--- src/rtl/adc_mux_pkg.sv ---
package adc_mux_pkg;

   localparam int CTRL_W  = 8;
   localparam int EXT_W   = 2;
   localparam int REF_W   = 3;
   localparam int CHAN_W  = 6;
   localparam int TEMP_CODE = 11;

   typedef enum logic [2:0] {
      REF_SUPPLY       = 3'd0,
      REF_EXT_PIN      = 3'd1,
      REF_INT_LOW      = 3'd2,
      REF_INT_HIGH     = 3'd3,
      REF_INT_HIGH_CAP = 3'd4,
      REF_RESERVED     = 3'd7
   } ref_kind_e;

   typedef struct packed {
      logic [1:0] ref_lo;
      logic       left;
      logic [4:0] chan_lo;
   } ctrl_reg_t;

   typedef struct packed {
      logic [REF_W-1:0]  ref_code;
      logic [CHAN_W-1:0] chan_code;
   } mux_sel_t;

   function automatic ref_kind_e decode_ref(input logic [REF_W-1:0] code);
      ref_kind_e k;
      case (code[1:0])
         2'b00:   k = REF_SUPPLY;
         2'b01:   k = REF_EXT_PIN;
         2'b10:   k = code[2] ? REF_INT_HIGH : REF_INT_LOW;
         default: k = code[2] ? REF_INT_HIGH_CAP : REF_RESERVED;
      endcase
      return k;
   endfunction

   function automatic logic is_temp(input logic [CHAN_W-1:0] code);
      return code == CHAN_W'(TEMP_CODE);
   endfunction

   function automatic logic is_offset(input logic [CHAN_W-1:0] code);
      return code[5] && (code[3:2] == code[1:0]);
   endfunction

endpackage

--- src/rtl/amux_regfile.sv ---
module amux_regfile
   import adc_mux_pkg::*;
(
   input  logic             clk,
   input  logic             rst_n,
   input  logic             wr_en,
   input  logic [CTRL_W-1:0] wr_data,
   input  logic             ext_wr_en,
   input  logic [EXT_W-1:0] ext_wr_data,
   output ctrl_reg_t        ctrl_q,
   output logic [EXT_W-1:0] ext_q
);

   always_ff @(posedge clk or negedge rst_n) begin
      if (!rst_n) begin
         ctrl_q <= '0;
         ext_q  <= '0;
      end else begin
         if (wr_en)     ctrl_q <= ctrl_reg_t'(wr_data);
         if (ext_wr_en) ext_q  <= ext_wr_data;
      end
   end

endmodule

--- src/rtl/amux_shadow.sv ---
module amux_shadow
   import adc_mux_pkg::*;
(
   input  logic     clk,
   input  logic     rst_n,
   input  mux_sel_t prog,
   input  logic     load,
   input  logic     take_long,
   output mux_sel_t act,
   output logic     long_pending
);

   logic ref_moves;
   assign ref_moves = load && (prog.ref_code != act.ref_code);

   always_ff @(posedge clk or negedge rst_n) begin
      if (!rst_n) begin
         act          <= '0;
         long_pending <= 1'b0;
      end else begin
         if (load) act <= prog;
         if (ref_moves)      long_pending <= 1'b1;
         else if (take_long) long_pending <= 1'b0;
      end
   end

endmodule

--- src/rtl/amux_conv_seq.sv ---
module amux_conv_seq #(
   parameter int NORMAL_CYC = 13,
   parameter int LONG_CYC   = 25
) (
   input  logic clk,
   input  logic rst_n,
   input  logic start,
   input  logic adc_clk_en,
   input  logic long_req,
   output logic start_acc,
   output logic finish,
   output logic busy,
   output logic conv_done
);

   localparam int CNT_W = $clog2(LONG_CYC + 1);
   localparam logic [CNT_W-1:0] LAST_NORMAL = CNT_W'(NORMAL_CYC - 1);
   localparam logic [CNT_W-1:0] LAST_LONG   = CNT_W'(LONG_CYC - 1);

   logic [CNT_W-1:0] cnt_q;
   logic [CNT_W-1:0] last_q;

   assign start_acc = start && !busy;
   assign finish    = busy && adc_clk_en && (cnt_q == last_q);

   always_ff @(posedge clk or negedge rst_n) begin
      if (!rst_n) begin
         busy      <= 1'b0;
         cnt_q     <= '0;
         last_q    <= '0;
         conv_done <= 1'b0;
      end else begin
         conv_done <= finish;
         if (start_acc) begin
            busy   <= 1'b1;
            cnt_q  <= '0;
            last_q <= long_req ? LAST_LONG : LAST_NORMAL;
         end else if (busy && adc_clk_en) begin
            if (cnt_q == last_q) busy  <= 1'b0;
            else                 cnt_q <= cnt_q + 1'b1;
         end
      end
   end

endmodule

--- src/rtl/amux_adc_stub.sv ---
module amux_adc_stub #(
   parameter int SAMPLE_W = 10,
   parameter int DATA_W   = 16
) (
   input  logic                clk,
   input  logic                rst_n,
   input  logic                capture,
   input  logic [SAMPLE_W-1:0] sample_in,
   input  logic                left,
   output logic [DATA_W-1:0]   word
);

   localparam int PAD_W = DATA_W - SAMPLE_W;

   logic [SAMPLE_W-1:0] samp_q;

   always_ff @(posedge clk or negedge rst_n) begin
      if (!rst_n)       samp_q <= '0;
      else if (capture) samp_q <= sample_in;
   end

   generate
      if (PAD_W == 0) begin : g_flat
         logic unused_left;
         assign unused_left = left;
         assign word = samp_q;
      end else begin : g_pad
         assign word = left ? {samp_q, {PAD_W{1'b0}}}
                            : {{PAD_W{1'b0}}, samp_q};
      end
   endgenerate

endmodule

--- src/rtl/adc_mux_ctrl.sv ---
module adc_mux_ctrl
   import adc_mux_pkg::*;
#(
   parameter int SAMPLE_W   = 10,
   parameter int DATA_W     = 16,
   parameter int NORMAL_CYC = 13,
   parameter int LONG_CYC   = 25
) (
   input  logic                clk,
   input  logic                rst_n,
   input  logic                wr_en,
   input  logic [CTRL_W-1:0]   wr_data,
   input  logic                ext_wr_en,
   input  logic [EXT_W-1:0]    ext_wr_data,
   output logic [CTRL_W-1:0]   rd_data,
   output logic [EXT_W-1:0]    rd_ext,
   input  logic                start,
   input  logic                adc_clk_en,
   input  logic [SAMPLE_W-1:0] sample_in,
   output logic                busy,
   output logic                conv_done,
   output logic [REF_W-1:0]    act_ref,
   output logic [CHAN_W-1:0]   act_chan,
   output logic [2:0]          ref_kind,
   output logic                ref_invalid,
   output logic                offset_meas,
   output logic                temp_sense,
   output logic [DATA_W-1:0]   result_word
);

   generate
      if (DATA_W < SAMPLE_W) begin : g_bad_width
         $error("result word narrower than sample");
      end
      if (NORMAL_CYC < 2) begin : g_bad_normal
         $error("normal conversion too short");
      end
      if (LONG_CYC <= NORMAL_CYC) begin : g_bad_long
         $error("long conversion must exceed normal");
      end
   endgenerate

   ctrl_reg_t        ctrl_q;
   logic [EXT_W-1:0] ext_q;
   mux_sel_t         prog_sel;
   mux_sel_t         act_sel;
   logic             long_pending;
   logic             start_acc;
   logic             finish;
   logic             shadow_load;
   logic             align_left;

   amux_regfile u_regs (
      .clk        (clk),
      .rst_n      (rst_n),
      .wr_en      (wr_en),
      .wr_data    (wr_data),
      .ext_wr_en  (ext_wr_en),
      .ext_wr_data(ext_wr_data),
      .ctrl_q     (ctrl_q),
      .ext_q      (ext_q)
   );

   assign prog_sel.ref_code  = {ext_q[1], ctrl_q.ref_lo};
   assign prog_sel.chan_code = {ext_q[0], ctrl_q.chan_lo};
   assign align_left         = ctrl_q.left;

   amux_conv_seq #(
      .NORMAL_CYC(NORMAL_CYC),
      .LONG_CYC  (LONG_CYC)
   ) u_seq (
      .clk       (clk),
      .rst_n     (rst_n),
      .start     (start),
      .adc_clk_en(adc_clk_en),
      .long_req  (long_pending),
      .start_acc (start_acc),
      .finish    (finish),
      .busy      (busy),
      .conv_done (conv_done)
   );

   assign shadow_load = (!busy && !start_acc) || finish;

   amux_shadow u_shadow (
      .clk         (clk),
      .rst_n       (rst_n),
      .prog        (prog_sel),
      .load        (shadow_load),
      .take_long   (start_acc),
      .act         (act_sel),
      .long_pending(long_pending)
   );

   amux_adc_stub #(
      .SAMPLE_W(SAMPLE_W),
      .DATA_W  (DATA_W)
   ) u_stub (
      .clk      (clk),
      .rst_n    (rst_n),
      .capture  (finish),
      .sample_in(sample_in),
      .left     (align_left),
      .word     (result_word)
   );

   assign rd_data     = ctrl_q;
   assign rd_ext      = ext_q;
   assign act_ref     = act_sel.ref_code;
   assign act_chan    = act_sel.chan_code;
   assign ref_kind    = decode_ref(act_sel.ref_code);
   assign ref_invalid = (prog_sel.ref_code == 3'b011);
   assign offset_meas = is_offset(act_sel.chan_code);
   assign temp_sense  = is_temp(act_sel.chan_code);

endmodule

--- config.mk ---
export PLATFORM = sky130hd
export DESIGN_NAME = adc_mux_ctrl
export DESIGN_NICKNAME = d
export VERILOG_FILES = /design/src/rtl/adc_mux_pkg.sv /design/src/rtl/amux_regfile.sv /design/src/rtl/amux_shadow.sv /design/src/rtl/amux_conv_seq.sv /design/src/rtl/amux_adc_stub.sv /design/src/rtl/adc_mux_ctrl.sv
export SDC_FILE = /design/constraint.sdc
export NUM_CORES = 1
export LEC_CHECK = 0
export CAP_MARGIN = 40
export CORE_MARGIN = 2
export CORE_UTILIZATION = 30
export CTS_BUF_LIST = sky130_fd_sc_hd__clkbuf_4 sky130_fd_sc_hd__clkbuf_8 sky130_fd_sc_hd__clkbuf_16
export DETAILED_ROUTE_END_ITERATION = 8
export DONT_BUFFER_PORTS = 1
export GPL_ROUTABILITY_DRIVEN = 0
export PLACE_DENSITY = 0.42
export SLEW_MARGIN = 20
export SYNTH_ARGS = -nofsm -noshare
export SYNTH_HDL_FRONTEND = slang
export SYNTH_SLANG_ARGS = --single-unit
--- constraint.sdc ---
create_clock -name clk -period 2.2 [get_ports clk]
set_input_delay 0.33 -clock clk [delete_from_list [all_inputs] [get_ports clk]]
set_output_delay 0.33 -clock clk [all_outputs]
set_load 0.05 [all_outputs]
==> results.yml <==
clock_tree:
  cts-root-buf: "clkbuf_8"
  cts.repair.resized: 0
  tritoncts: "done"
  clock-sinks: 40
  cts_buffer_depth: 2
  htreeDepth: 2
  cts_buffers: 5
  clk_pin_slew_worst_paths_ps: 70
  clk_latency_ps: 280
logic_synthesis:
  synth_cell_types: 26
  synth.avg_cell_area_sq_um: 13.02
  yosysWarnings: 0
  synthCells: 143
  ys_ff_latch: 40
  ys_top_cells_by_area: "dfrtp_1 (54%), mux2_2 (16%), mux2_4 (6.5%)"
  synth_top_area_share: 0.5376
  syn_area_sq_um: 1862
  async_flop_share: 1.000
  synth-edff-count: 0
  synth-main-ff-cell: "dfrtp_1"
  syn_nets: 171
  yosysTopAreaCell: "dfrtp_1"
  seq_area_frac_synth: 0.5376
worst_setup_path:
  critical_path.max_stage_delay_ps: 680
  r2r-start: "u_seq.cnt_q[0]"
  r2r.worst_path.cells: 6
  crit_path_cell_trace: "xnor2_1, and3_1"
  end_kind: "output port"
  cp-start-kind: "flop"
  path_class: "reg2out"
  r2r_slack_ps: 480
  arrival_ps: 1630
  required_ps: 1870
  cpLargestDelayFamily: "flip-flops"
  worst-path-max-fanout: 4
  critPathBufInv: 0
  critPathSlowestCell: "dfrtp_1"
  reg2reg_to: "u_stub.samp_q[2]"
placed_design:
  dp.cells: 230
  hpwl_mm: 2.595
  portBuffers: 0
cells_and_area:
  final_net_count: 192
  final_core_util: 0.3668
  syn_to_final_growth_pct: 17.34
  fill_cells: 612
  post_route_cells_drive_above_1_share: 0.3939
  stdcell_count: 240
  mostFrequentLayoutCell: "dfrtp_1"
  final_cell_mix: "dfrtp_1 (40), mux2_2 (26), buf_4 (19)"
  diodes: 0
sta:
  slew-limit-headroom: 0.6035
  tns_ps: 0
  rsz0062_at_grt: "no"
  finalCriticalPeriod_ps: 1963
  fin_crit_sh: 0.8921
  skew_ps: 7.672
  worst_pin_slew_ps: 594.8
  finalSetupViolCount: 0
  finalMaxSlewViolations: 0
  fmax_mhz: 509.5
  hold_viol_final: 0
detailed_routing:
  antenna_left: 0
  wire_per_inst_um: 14.91
  drt_iter0_markers: 21
  dr.pass1.iters: 4
  num_vias: 1109
  drc: 0
  viasPerCell: 4.621
  routed_wl_mm: 3.579
grt:
  grt_pass1_vias: 1173
  grt_pass1_wl_mm: 5.630
  grt_max_degree: 41
  antenna_found_initial: 0
  grt.overflow.total: 0
  groute.usage.overall: 0.1099
run_status:
  status: "finished, final reports clean"
floorplanning:
  core.rowCount: 28
  core-area_sq_um: 5956
  die_w_um: 82.78
  num_io_pins: 69
  start_util: 0.3126
  die_area_sq_um: 6852
  die_h_um: 82.78
hold_path:
  holdPathEnd: "u_regs.ctrl_q[4]"
  hold-path-cell-count: 1
  hold_class: "in2reg"
  min-delay-start: "wr_data[4]"
run:
  drv_cap: 0
power_and_ir_drop:
  pwr_density_cell_nw_per_um2: 1673
  peakVddDrop_mv: 0.9204
  power_leakage_nw: 1.019
[stage by stage]
step | hold slack (ps) | power, mW | cell area [sq um] | setup slack, ps
after floorplan | 34.41 | 2.842 | 1867 | 225.0
after global placement | 36.15 | 3.151 | 2062 | 546.1
after detailed placement | 35.90 | 3.177 | 2062 | 491.6
after CTS | 178.2 | 3.712 | 2185 | 218.1
after global routing | 174.9 | 3.868 | 2185 | 159.6
final | 193.4 | 3.654 | 2185 | 237.3
[registers in the layout, indices dropped and copies added, names as in the netlist]
register,flops
u_seq.conv_done,1
u_shadow.long_pending,1
u_stub.samp_q,10
u_regs.ext_q,2
u_shadow.act,9
u_seq.busy,1
u_seq.cnt_q,5
u_regs.ctrl_q,8
u_seq.last_q,3
[worst reg2reg max path: stages, from the launching register on]
cell and delay (ps):
dfrtp_1 420, inv_1 90, ha_1 180, nand3_1 120
nor4_4 190, buf_4 250, mux2_2 350
[layout make-up]
type	count	area, sq um	share of cell area
Timing Repair Buffer	21	172.7	0.07904
Clock buffer	6	82.58	0.03780
Inverter	3	11.26	0.005155
Multi-Input combinational cell	93	813.3	0.3723
Clock inverter	2	10.01	0.004582
Sequential cell	40	1001	0.4582
Tap cell	75	93.84	0.04296
[Yosys cell counts (2+ instances only)]
cell      count
mux2i_1       3
nor2_1        2
nand4_1       2
nand2_1      12
xnor2_1       3
mux2_2       26
xor2_1        6
mux2_4        8
clkbuf_1      4
inv_1         3
buf_4         2
nand2b_1      2
o21ai_0       4
nor2b_1       6
nor3_1        2
and2_1        8
ha_1          2
dfrtp_1      40
[report_power, final]
| group | switching (mW) | total (mW) | internal (mW) |
|---|---|---|---|
| sequential | 0.467 | 1.47 | 1.00 |
| combinational | 1.07 | 1.69 | 0.621 |
| clock | 0.241 | 0.491 | 0.250 |
[per-layer routing]
metal / track usage / routed length [um] / up-vias
li1: - / - / 532
met1: 0.1352 / 1568 / 535
met5: 0 / 0 / -
met4: 0.03934 / 34 / 0
met3: 0.03896 / 271 / 5
met2: 0.1782 / 1705 / 37
[cells by family after synthesis]
logic type / Yosys count / share of synthesized area
DFF: 40 / 0.5376
and+or+nand+nor: 39 / 0.1196
muxes: 37 / 0.2379
buffers and inverters: 10 / 0.02822
xor gates and xnor gates: 9 / 0.04234
AOI/OAI and AO/OA: 6 / 0.02083
adders and majority gates: 2 / 0.01344
[worst max-delay path by stage]
stage,startpoint,endpoint,depth (start not counted)
5_1_grt,u_shadow.act[2],offset_meas,2
3_3_place_gp,u_seq.cnt_q[0],u_stub.samp_q[5],6
6_report,u_shadow.act[2],offset_meas,2
2_1_floorplan,u_shadow.act[8],ref_kind[0],2
4_1_cts,u_shadow.act[2],offset_meas,2
3_5_place_dp,u_seq.cnt_q[0],u_stub.samp_q[3],6
[repair_timing]
| action | 4_1_cts | 5_1_grt |
|---|---|---|
| hold endpoints to repair | 40 | 0 |
| setup buffers | 0 | 0 |
| hold buffers | 2 | 0 |
Power figures use the tool's default switching activity.
